`src/rtl/fpm_pkg.sv`:
```
// Shared types for the page-mode DRAM controller.
// Assumes: one sequencer instance uses these encodings; no other block decodes them.
package fpm_pkg;
    typedef enum logic [2:0] {
        S_IDLE, S_OPEN, S_PRE, S_ACT, S_COL, S_CAS, S_CBR, S_RFSH
    } fpm_state_e;

    typedef enum logic [1:0] {
        GO_IDLE, GO_ACT, GO_REF
    } fpm_tgt_e;
endpackage

```
`src/rtl/fpm_cnt.sv`:
```
// Loadable down-counter that stops at zero and flags it.
// Assumes: load has priority; the caller loads N-1 to mark N cycles.
module fpm_cnt #(
    parameter int W = 4
) (
    input  logic         clk,
    input  logic         rst_n,
    input  logic         load,
    input  logic [W-1:0] load_val,
    output logic         zero
);
    logic [W-1:0] q;

    // count down toward zero, reloading on request
    always_ff @(posedge clk) begin
        if (!rst_n)           q <= '0;
        else if (load)        q <= load_val;
        else if (q != '0)     q <= q - 1'b1;
    end

    assign zero = (q == '0);
endmodule

```
`src/rtl/fpm_row_track.sv`:
```
// Holds the number of the row currently open in the DRAM and compares it with incoming rows.
// Assumes: open_en and close_en are never high together; a row is opened only while none is open.
module fpm_row_track #(
    parameter int ROW_W = 10
) (
    input  logic             clk,
    input  logic             rst_n,
    input  logic             open_en,
    input  logic             close_en,
    input  logic [ROW_W-1:0] row_d,
    input  logic [ROW_W-1:0] cmp_row,
    output logic             hit,
    output logic             open_vld
);
    logic [ROW_W-1:0] open_row;

    // record the row when it is opened, forget it when the page closes
    always_ff @(posedge clk) begin
        if (!rst_n) begin
            open_vld <= 1'b0;
            open_row <= '0;
        end else if (open_en) begin
            open_vld <= 1'b1;
            open_row <= row_d;
        end else if (close_en) begin
            open_vld <= 1'b0;
        end
    end

    assign hit = open_vld && (cmp_row == open_row);

    // a new row is opened only after the previous page was closed
    a_r4_open_after_close: assert property (@(posedge clk) disable iff (!rst_n)
        open_en |-> !open_vld);
endmodule

```
`src/rtl/fpm_ctrl.sv`:
```
// Fast-page-mode DRAM controller: sequences RAS/CAS/WE/OE for single-word requests,
// keeps the last row open for CAS-only hits and runs CAS-before-RAS refresh on demand.
// Assumes: all T_* parameters are at least 1; the DRAM is 16 bits wide with two byte strobes.
module fpm_ctrl
    import fpm_pkg::*;
#(
    parameter int ROW_W  = 10,
    parameter int COL_W  = 10,
    parameter int DATA_W = 16,
    parameter int T_PRE  = 2,
    parameter int T_RCD  = 2,
    parameter int T_CAS  = 2,
    parameter int T_RAS  = 3,
    parameter int T_IDLE = 8
) (
    input  logic                     clk,
    input  logic                     rst_n,
    input  logic                     req_valid,
    output logic                     req_ready,
    input  logic                     req_write,
    input  logic [ROW_W+COL_W-1:0]   req_addr,
    input  logic [DATA_W-1:0]        req_wdata,
    input  logic [1:0]               req_be,
    output logic                     rsp_valid,
    output logic [DATA_W-1:0]        rsp_rdata,
    input  logic                     ref_req,
    output logic                     ref_ack,
    output logic [((ROW_W > COL_W) ? ROW_W : COL_W)-1:0] dram_addr,
    output logic                     dram_ras_n,
    output logic                     dram_ucas_n,
    output logic                     dram_lcas_n,
    output logic                     dram_we_n,
    output logic                     dram_oe_n,
    output logic [DATA_W-1:0]        dram_dq_out,
    input  logic [DATA_W-1:0]        dram_dq_in
);
    localparam int AB_W   = (ROW_W > COL_W) ? ROW_W : COL_W;
    localparam int M1     = (T_PRE > T_RCD) ? T_PRE : T_RCD;
    localparam int M2     = (T_CAS > T_RAS) ? T_CAS : T_RAS;
    localparam int PH_MAX = (M1 > M2) ? M1 : M2;
    localparam int PH_W   = $clog2(PH_MAX) + 1;
    localparam int ID_W   = $clog2(T_IDLE) + 1;

    fpm_state_e st, st_n;
    fpm_tgt_e   tgt, tgt_n;

    logic              ph_load, ph_zero, idle_zero, accept;
    logic [PH_W-1:0]   ph_val;
    logic              row_open, row_close, hit, open_vld;
    logic [ROW_W-1:0]  lat_row, row_d;
    logic [COL_W-1:0]  lat_col;
    logic              lat_wr;
    logic [1:0]        lat_be;
    logic [DATA_W-1:0] lat_wdata;
    logic              read_done;

    wire [ROW_W-1:0] req_row = req_addr[ROW_W+COL_W-1:COL_W];
    wire [COL_W-1:0] req_col = req_addr[COL_W-1:0];

    fpm_cnt #(.W(PH_W)) u_phase (
        .clk(clk), .rst_n(rst_n), .load(ph_load), .load_val(ph_val), .zero(ph_zero));

    fpm_cnt #(.W(ID_W)) u_idle (
        .clk(clk), .rst_n(rst_n), .load(st != S_OPEN),
        .load_val(ID_W'(T_IDLE - 1)), .zero(idle_zero));

    assign row_d = (st == S_IDLE) ? req_row : lat_row;

    fpm_row_track #(.ROW_W(ROW_W)) u_rows (
        .clk(clk), .rst_n(rst_n), .open_en(row_open), .close_en(row_close),
        .row_d(row_d), .cmp_row(req_row), .hit(hit), .open_vld(open_vld));

    assign req_ready = ((st == S_IDLE) || (st == S_OPEN)) && !ref_req;
    assign ref_ack   = (st == S_RFSH) && ph_zero;
    assign read_done = (st == S_CAS) && ph_zero && !lat_wr;

    // next-state, phase-counter loads and row tracker updates
    always_comb begin
        st_n      = st;
        tgt_n     = tgt;
        ph_load   = 1'b0;
        ph_val    = '0;
        accept    = 1'b0;
        row_open  = 1'b0;
        row_close = 1'b0;
        unique case (st)
            S_IDLE: begin
                if (ref_req) begin
                    st_n = S_CBR;
                end else if (req_valid) begin
                    accept = 1'b1; row_open = 1'b1;
                    st_n = S_ACT; ph_load = 1'b1; ph_val = PH_W'(T_RCD - 1);
                end
            end
            S_OPEN: begin
                if (ref_req || (req_valid && !hit) || (!req_valid && idle_zero)) begin
                    st_n = S_PRE; ph_load = 1'b1; ph_val = PH_W'(T_PRE - 1);
                    row_close = 1'b1;
                    tgt_n = ref_req ? GO_REF : (req_valid ? GO_ACT : GO_IDLE);
                    accept = !ref_req && req_valid;
                end else if (req_valid) begin
                    accept = 1'b1; st_n = S_COL;
                end
            end
            S_PRE: begin
                if (ph_zero) begin
                    unique case (tgt)
                        GO_ACT: begin
                            st_n = S_ACT; row_open = 1'b1;
                            ph_load = 1'b1; ph_val = PH_W'(T_RCD - 1);
                        end
                        GO_REF:  st_n = S_CBR;
                        default: st_n = S_IDLE;
                    endcase
                end
            end
            S_ACT:  if (ph_zero) st_n = S_COL;
            S_COL:  begin st_n = S_CAS; ph_load = 1'b1; ph_val = PH_W'(T_CAS - 1); end
            S_CAS:  if (ph_zero) st_n = S_OPEN;
            S_CBR:  begin st_n = S_RFSH; ph_load = 1'b1; ph_val = PH_W'(T_RAS - 1); end
            S_RFSH: begin
                if (ph_zero) begin
                    st_n = S_PRE; tgt_n = GO_IDLE;
                    ph_load = 1'b1; ph_val = PH_W'(T_PRE - 1);
                end
            end
            default: st_n = S_IDLE;
        endcase
    end

    // state register
    always_ff @(posedge clk) begin
        if (!rst_n) begin
            st  <= S_IDLE;
            tgt <= GO_IDLE;
        end else begin
            st  <= st_n;
            tgt <= tgt_n;
        end
    end

    // capture the accepted request
    always_ff @(posedge clk) begin
        if (!rst_n) begin
            lat_row <= '0; lat_col <= '0; lat_wr <= 1'b0;
            lat_be  <= '0; lat_wdata <= '0;
        end else if (accept) begin
            lat_row <= req_row; lat_col <= req_col; lat_wr <= req_write;
            lat_be  <= req_be;  lat_wdata <= req_wdata;
        end
    end

    // sample read data at the end of the column strobe
    always_ff @(posedge clk) begin
        if (!rst_n) begin
            rsp_valid <= 1'b0;
            rsp_rdata <= '0;
        end else begin
            rsp_valid <= read_done;
            if (read_done) rsp_rdata <= dram_dq_in;
        end
    end

    // decode DRAM pins from the registered state
    always_comb begin
        dram_ras_n  = 1'b1;
        dram_ucas_n = 1'b1;
        dram_lcas_n = 1'b1;
        dram_we_n   = 1'b1;
        dram_oe_n   = 1'b1;
        dram_addr   = AB_W'(lat_col);
        unique case (st)
            S_PRE:  dram_addr = AB_W'(lat_row);
            S_ACT:  begin dram_ras_n = 1'b0; dram_addr = AB_W'(lat_row); end
            S_OPEN: dram_ras_n = 1'b0;
            S_COL:  begin dram_ras_n = 1'b0; dram_we_n = !lat_wr; end
            S_CAS: begin
                dram_ras_n  = 1'b0;
                dram_we_n   = !lat_wr;
                dram_oe_n   = lat_wr;
                dram_ucas_n = lat_wr ? !lat_be[1] : 1'b0;
                dram_lcas_n = lat_wr ? !lat_be[0] : 1'b0;
            end
            S_CBR:  begin dram_ucas_n = 1'b0; dram_lcas_n = 1'b0; end
            S_RFSH: begin dram_ras_n = 1'b0; dram_ucas_n = 1'b0; dram_lcas_n = 1'b0; end
            default: ;
        endcase
    end

    assign dram_dq_out = lat_wdata;

    // a same-row request keeps the row strobe low
    a_r3_hit_keeps_ras: assert property (@(posedge clk) disable iff (!rst_n)
        (st == S_OPEN && !ref_req && req_valid && hit) |=> !dram_ras_n);

    // address and write enable are settled before a column strobe falls
    a_r5_setup_before_cas: assert property (@(posedge clk) disable iff (!rst_n)
        (!dram_ras_n && $fell(dram_lcas_n && dram_ucas_n)) |-> ($stable(dram_we_n) && $stable(dram_addr)));

    // read response is a single-cycle pulse
    a_r6_rsp_pulse: assert property (@(posedge clk) disable iff (!rst_n)
        rsp_valid |=> !rsp_valid);

    // acknowledge only while the refresh strobes are all low
    a_r7_ack_strobes: assert property (@(posedge clk) disable iff (!rst_n)
        ref_ack |-> (!dram_ras_n && !dram_lcas_n && !dram_ucas_n));

    // a refresh request closes an open page at once
    a_r8_ref_closes: assert property (@(posedge clk) disable iff (!rst_n)
        (ref_req && st == S_OPEN) |=> dram_ras_n);

    // an expired idle window closes the page
    a_r9_idle_close: assert property (@(posedge clk) disable iff (!rst_n)
        (st == S_OPEN && idle_zero && !req_valid && !ref_req) |=> dram_ras_n);

    // the open page always has a tracked row
    a_r3_open_tracked: assert property (@(posedge clk) disable iff (!rst_n)
        (st == S_OPEN) |-> open_vld);
endmodule

```
`config.mk`:
```
export PLATFORM = sky130hd
export DESIGN_NAME = fpm_ctrl
export DESIGN_NICKNAME = d
export VERILOG_FILES = /design/src/rtl/fpm_pkg.sv /design/src/rtl/fpm_cnt.sv /design/src/rtl/fpm_row_track.sv /design/src/rtl/fpm_ctrl.sv
export SDC_FILE = /design/constraint.sdc
export NUM_CORES = 1
export LEC_CHECK = 0
export ABC_AREA = 1
export BUFFER_PORTS_ARGS = -buffer_cell sky130_fd_sc_hd__buf_4
export CAP_MARGIN = 20
export CORE_ASPECT_RATIO = 0.75
export CORE_MARGIN = 2
export CORE_UTILIZATION = 40
export CTS_CLUSTER_SIZE = 10
export DETAILED_ROUTE_END_ITERATION = 6
export GPL_ROUTABILITY_DRIVEN = 1
export GPL_TIMING_DRIVEN = 0
export PLACE_DENSITY = 0.67
export SYNTH_ARGS = -nofsm -noshare
export SYNTH_HDL_FRONTEND = slang
export SYNTH_HIERARCHICAL = 1
export SYNTH_SLANG_ARGS = --single-unit
```
`constraint.sdc`:
```
create_clock -name clk -period 2.2 [get_ports clk]
set_input_delay 0.22 -clock clk [delete_from_list [all_inputs] [get_ports clk]]
set_output_delay 0.22 -clock clk [all_outputs]
set_load 0.005 [all_outputs]
```
# Word level (Yosys, flattened, before mapping)

Cells that the tools add are included.

Add/sub/neg operators: 2
Equal/unequal tests: 18
Multiplexer cells: 48
Bitwise gates (word level): 1
Reduce and logical (&&, ||, !) cells: 34

Operators by type and width:

| operator                                                              | number |
|---|---|
| 3-bit two-way mux                                                     | 12 |
| 3-bit case mux with 8 select lines                                    | 1 |
| 1-bit two-way mux                                                     | 22 |
| 10-bit two-way mux                                                    | 2 |
| 3-bit equality test, second input constant                            | 4 |
| 2-bit case mux with 6 select lines                                    | 1 |
| 10-bit equality test                                                  | 1 |
| 2-bit OR reduction                                                    | 5 |
| 1-bit logical AND                                                     | 8 |
| 2-bit != test, second input constant                                  | 4 |
| 1-bit case mux with 2 select lines                                    | 4 |
| 2-bit nonzero test                                                    | 4 |
| 3-bit by 2-bit equality test with 1-bit output, second input constant | 2 |
| 1-bit logical NOT                                                     | 6 |
| 3-bit logical NOT                                                     | 2 |
| 2-bit two-way mux                                                     | 3 |
| 3-bit case mux with 2 select lines                                    | 1 |
| 6-bit AND reduction                                                   | 1 |
| 1-bit case mux with 5 select lines                                    | 1 |
| 5-bit OR reduction                                                    | 1 |
| 4-bit logical NOT                                                     | 1 |
| 2-bit case mux with 2 select lines                                    | 1 |
| 4-bit nonzero test                                                    | 1 |
| 4-bit by 1-bit subtractor with 4-bit output, second input constant    | 1 |
| other kinds (12)                                                      | 14 |

Register bits after elaboration: 79
Output and inout bits: 50

# Depth between registers and ports, before layout

Depth after elaboration: 10
Mapped depth: 18

# Cells and area by module

Netlist, hierarchy kept.

Modules (own cells, without submodules):

| module            | instances | cells each | area each (µm²) |
|---|---|---|---|
| fpm_ctrl          | 1         | 384        | 2782.7 |
| fpm_row_track     | 1         | 85         | 553.0 |
| fpm_cnt (u_idle)  | 1         | 40         | 247.7 |
| fpm_cnt (u_phase) | 1         | 29         | 200.2 |

# Worst setup path after synthesis

No wires, ideal clock.

Path type: reg2reg
Start: register u_phase.q[0]
End: register u_phase.q[1]
Setup time: 0.116 ns
Arrival: 1.857 ns
Required time: 2.084 ns
Slack: 0.227 ns
Stages on the path, launching flop included: 13
Cell sequence: dfxtp_1 > inv_1 > ha_1 > inv_1 > nor2_1 > inv_1 > o21ai_0 > nor3_1 > nand2_1 > inv_2 > nand3_2 > o21ai_0 > nor2_1

Longest elaborated chain between the ends: 4
Elaborated cells on any way between the ends: 9

RTL lines:

| what                                                           | line                             | source |
|---|---|---|
| start, declared                                                | fpm_cnt.sv:12                    | `logic [W-1:0] q;` |
| start signal, assigned                                         | fpm_cnt.sv:17                    | `else if (load) q <= load_val;` |
| start signal, assigned                                         | fpm_cnt.sv:18                    | `else if (q != '0) q <= q - 1'b1;` |
| 3-bit logical NOT *                                            | fpm_cnt.sv:21                    | `assign zero = (q == '0);` |
| named net ph_zero                                              | fpm_ctrl.sv:47                   | `logic ph_load, ph_zero, idle_zero, accept;` |
| 1-bit two-way mux, on equally long branches                    | fpm_ctrl.sv:122, fpm_ctrl.sv:106 |  |
| 1-bit case mux with 5 select lines *                           | fpm_ctrl.sv:86                   | `unique case (st)` |
| named net ph_load                                              | fpm_ctrl.sv:47                   |  |
| 3-bit two-way mux / 2-bit nonzero test (equally long branches) | n/a                              |  |

The timed path passes the listed nets; every way through them passes the cells marked *. The select of a mux whose other input is x is not followed.
A chain may end at the register's enable or synchronous reset.

# Worst setup path after layout

Start: register st[0]
End: output port dram_addr[4] (netlist bit)

Longest elaborated chain between the ends: 3
Elaborated cells on any way between the ends: 4

RTL lines:

| what                                           | line            | source |
|---|---|---|
| start, declared                                | fpm_ctrl.sv:44  | `fpm_state_e st, st_n;` |
| start signal, assigned                         | fpm_ctrl.sv:137 | `st <= st_n;` |
| 3-bit by 2-bit equality test with 1-bit output | fpm_ctrl.sv:172 | `unique case (st)` |
| 2-bit OR reduction (no source line) *          | n/a             |  |
| 10-bit two-way mux *                           | fpm_ctrl.sv:172 |  |
| end, declared                                  | fpm_ctrl.sv:28  | `output logic [((ROW_W > COL_W) ? ROW_W : COL_W)-1:0] dram_addr,` |

Mark *: on every way between the ends. The rest lies on a longest branch, timed or not.

==> flow_metrics.env <==
export IMPL_antenna_cells=0
export IMPL_grt_use_met2=0.316
export IMPL_p_switching_w=0.00184
export IMPL_ir_drop_v=0.000568
export IMPL_nets=724
export IMPL_post_route_drc_count=0
export IMPL_path_cells="buf_6 -> inv_1 -> nand3_1 -> nand2_1 -> clkbuf_1 -> o21ai_0 -> buf_4"
export IMPL_fill_cells=874
export IMPL_period_needed_ps=2050
export IMPL_finalSetupViolations=0
export IMPL_clockPowerShare=0.316
export IMPL_grt_pass1_wl_um=16800
export IMPL_rows=30
export IMPL_maxCapViolCount=0
export IMPL_final_area_sq_um=5120
export IMPL_track_usage=0.209
export IMPL_syn_cell_area_sq_um=3780
export IMPL_cts_buffer_depth=2
export IMPL_pin_count=109
export IMPL_slowest_delay_ps=320
export IMPL_dieHeight_um=88.2
export IMPL_hold_class="in -> reg"
export IMPL_ff2ff_path_depth=12
export IMPL_outcome="finished, final reports clean"
export IMPL_critPathKind="reg -> out"
export IMPL_synthToLayoutAreaGrowth_pct=35.3
export IMPL_ys_seq_elements=79
export IMPL_drt_pass1_iterations=5
export IMPL_cts_root_buffer="clkbuf_16"
export IMPL_coreArea_sq_um=9120
export IMPL_grt_ovfl_total=0
export IMPL_fmax_ghz=0.487
export IMPL_syn_area_per_cell_sq_um=7.03
export IMPL_hpwl_um=7820
export IMPL_ys_warn_count=6
export IMPL_synthTopCellsByArea="dfxtp_1, o21ai_0, nand2_1, a21oi_1, nor2_1"
export IMPL_clkTransAtPathRegs_ps=60
export IMPL_ys_top_cells_by_count="nand2_1, dfxtp_1, o21ai_0"
export IMPL_routabilityCongestion=0.874
export IMPL_r2r_start="u_phase/q[0]"
export IMPL_yosysTopAreaCellShare=0.418
export IMPL_synth_cell_types=30
export IMPL_port_buffers=108
export IMPL_crit_slowest_cell="clkbuf_1"
export IMPL_met1_usage=0.292
export IMPL_ant_nets=0
export IMPL_reg2reg_slack_ps=200
export IMPL_grt_busiest_layer="met2"
export IMPL_hold_start="dram_dq_in[0]"
export IMPL_yosysMostFrequentCell="nand2_1"
export IMPL_synthCells=538
export IMPL_via_per_inst=4.80
export IMPL_grt_pass1_vias=3542
export IMPL_htree_levels=3
export IMPL_drtIter0Drc=175
export IMPL_wl_per_cell_um=13.1
export IMPL_power_w=0.00539
export IMPL_comb_power_share=0.354
export IMPL_synth_edf_count=0
export IMPL_grtUsageMet3=0.0616
export IMPL_p_int_w=0.00356
export IMPL_post_place_ws_ps=-170
export IMPL_power_density_nw_per_um2=1050
export IMPL_power_frac_seq=0.329
export IMPL_reg2reg_to="u_phase/q[1]"
export IMPL_synth_top_cell_by_area="dfxtp_1"
export IMPL_required_ps=1980
export IMPL_switching_share=0.340
export IMPL_grt_max_degree=14
export IMPL_dpl_instance_area_sq_um=4770
export IMPL_clk_latency_ps=330
export IMPL_die_w_um=116
export IMPL_ys_flop_type="dfxtp_1"
export IMPL_final_setup_skew_ps=9.50
export IMPL_cp_arrival_ps=1830
export IMPL_p_leak_nw=2.37
export IMPL_fin_tns_setup_ps=0
export IMPL_cts_buffers=9
export IMPL_drv_slew=0
export IMPL_vias=3805
export IMPL_start_util=0.415
export IMPL_drt_wl_total_um=10400
export IMPL_hold_depth=3
export IMPL_critPathLaunch="st[0]"
export IMPL_fin_crit_sh=0.933
export IMPL_crit_fanout=10
export IMPL_hold_viol=0
export IMPL_clock_sinks=79
export IMPL_tritoncts="done"
export IMPL_antenna_found_initial=0
export IMPL_hold_buffers=0
export IMPL_drive_gt1_frac=0.251
export IMPL_worstSetupEndpointType="output port"
export IMPL_ys_seq_area_frac=0.418
export IMPL_fin_ws_ps=147
export IMPL_holdPathEnd="rsp_rdata[0]"
export IMPL_die_area_sq_um=10300
export IMPL_cp_start_kind="register"
export IMPL_async_reset_ff_frac=0
[cells by family after synthesis]
| group | share of synthesized area |
|---|---|
| adders and majority gates | 0.0165 |
| DFF | 0.418 |
| AOI/OAI and AO/OA | 0.178 |
| buffers and inverters | 0.114 |
| other | 0.00198 |
| xor gates and xnor gates | 0.0116 |
| and+or+nand+nor | 0.260 |
[placed cells by master (no fill, tap or decap), types with 6 or more instances in the layout]
cell type / instances
inv_1: 60
o21ai_0: 73
buf_6: 8
buf_4: 108
nor2_1: 67
a21oi_1: 53
nand4_1: 6
nand3_1: 31
dfxtp_1: 79
inv_2: 7
nor2_2: 6
clkbuf_16: 9
nand2_1: 96
buf_2: 8
clkbuf_1: 13
[metrics by stage]
stage	hold slack, ps	std cells	utilization
after CTS	106	793	0.560
final	109	793	0.561
after global routing	117	793	0.561
after global placement	435	777	0.522
after floorplan	345	541	-
after detailed placement	440	777	0.522
[per-layer routing]
metal | wire (um) | share of wire
met5 | 0 | 0
met3 | 721 | 0.069
met1 | 4890 | 0.47
met2 | 4640 | 0.45
met4 | 129 | 0.012
[registers in the layout (all words and copies together), names as in the netlist]
| name | cells |
|---|---|
| rsp_valid | 1 |
| u_rows/open_vld | 1 |
| lat_col | 10 |
| lat_row | 10 |
| dram_dq_out | 16 |
| tgt | 2 |
| lat_wr | 1 |
| u_phase/q | 3 |
| u_rows/open_row | 10 |
| st | 3 |
| rsp_rdata | 16 |
| u_idle/q | 4 |
| lat_be | 2 |
[repair_timing]
item	in CTS	in global routing
endpoints found under the setup margin	3	3
resized for setup	2	3
setup buffers	0	0
pin swaps	0	2
[cell type report]
| type | count | area (sq um) | area share |
|---|---|---|---|
| inverters | 68 | 258 | 0.0504 |
| well taps | 128 | 160 | 0.0313 |
| clock inverters | 3 | 90.1 | 0.0176 |
| repair buffers | 108 | 811 | 0.158 |
| clock buffers | 13 | 250 | 0.0489 |
| plain buffers | 27 | 173 | 0.0337 |
| multi-input cells | 367 | 1790 | 0.351 |
| flip-flops and latches | 79 | 1580 | 0.309 |
[critical path, delay by kind of cell (launching register included)]
family | cells | cell delay, ps
AOI/OAI and AO/OA | 1 | 190
DFF | 1 | 300
and+or+nand+nor | 2 | 250
buffers and inverters | 4 | 770
[power by group through the flow]
stage	sequential, W	clock, W	combinational [W]
final	0.00178	0.00170	0.00191
after global routing	0.00180	0.00179	0.00215
after CTS	0.00177	0.00173	0.00190
after detailed placement	0.00180	0	0.00188
after global placement	0.00179	0	0.00183
after floorplan	0.00178	0	0.00127
[worst max path at each step]
| stage | end | slack, ps |
|---|---|---|
| floorplan | u_phase/q[1] | 230 |
| global route | u_phase/q[1] | -8 |
| finish | dram_addr[4] | 150 |
| detailed placement | u_phase/q[1] | -170 |
| global placement | u_phase/q[1] | -120 |
| CTS | u_phase/q[1] | 40 |
(Power assumes the default switching activity.)
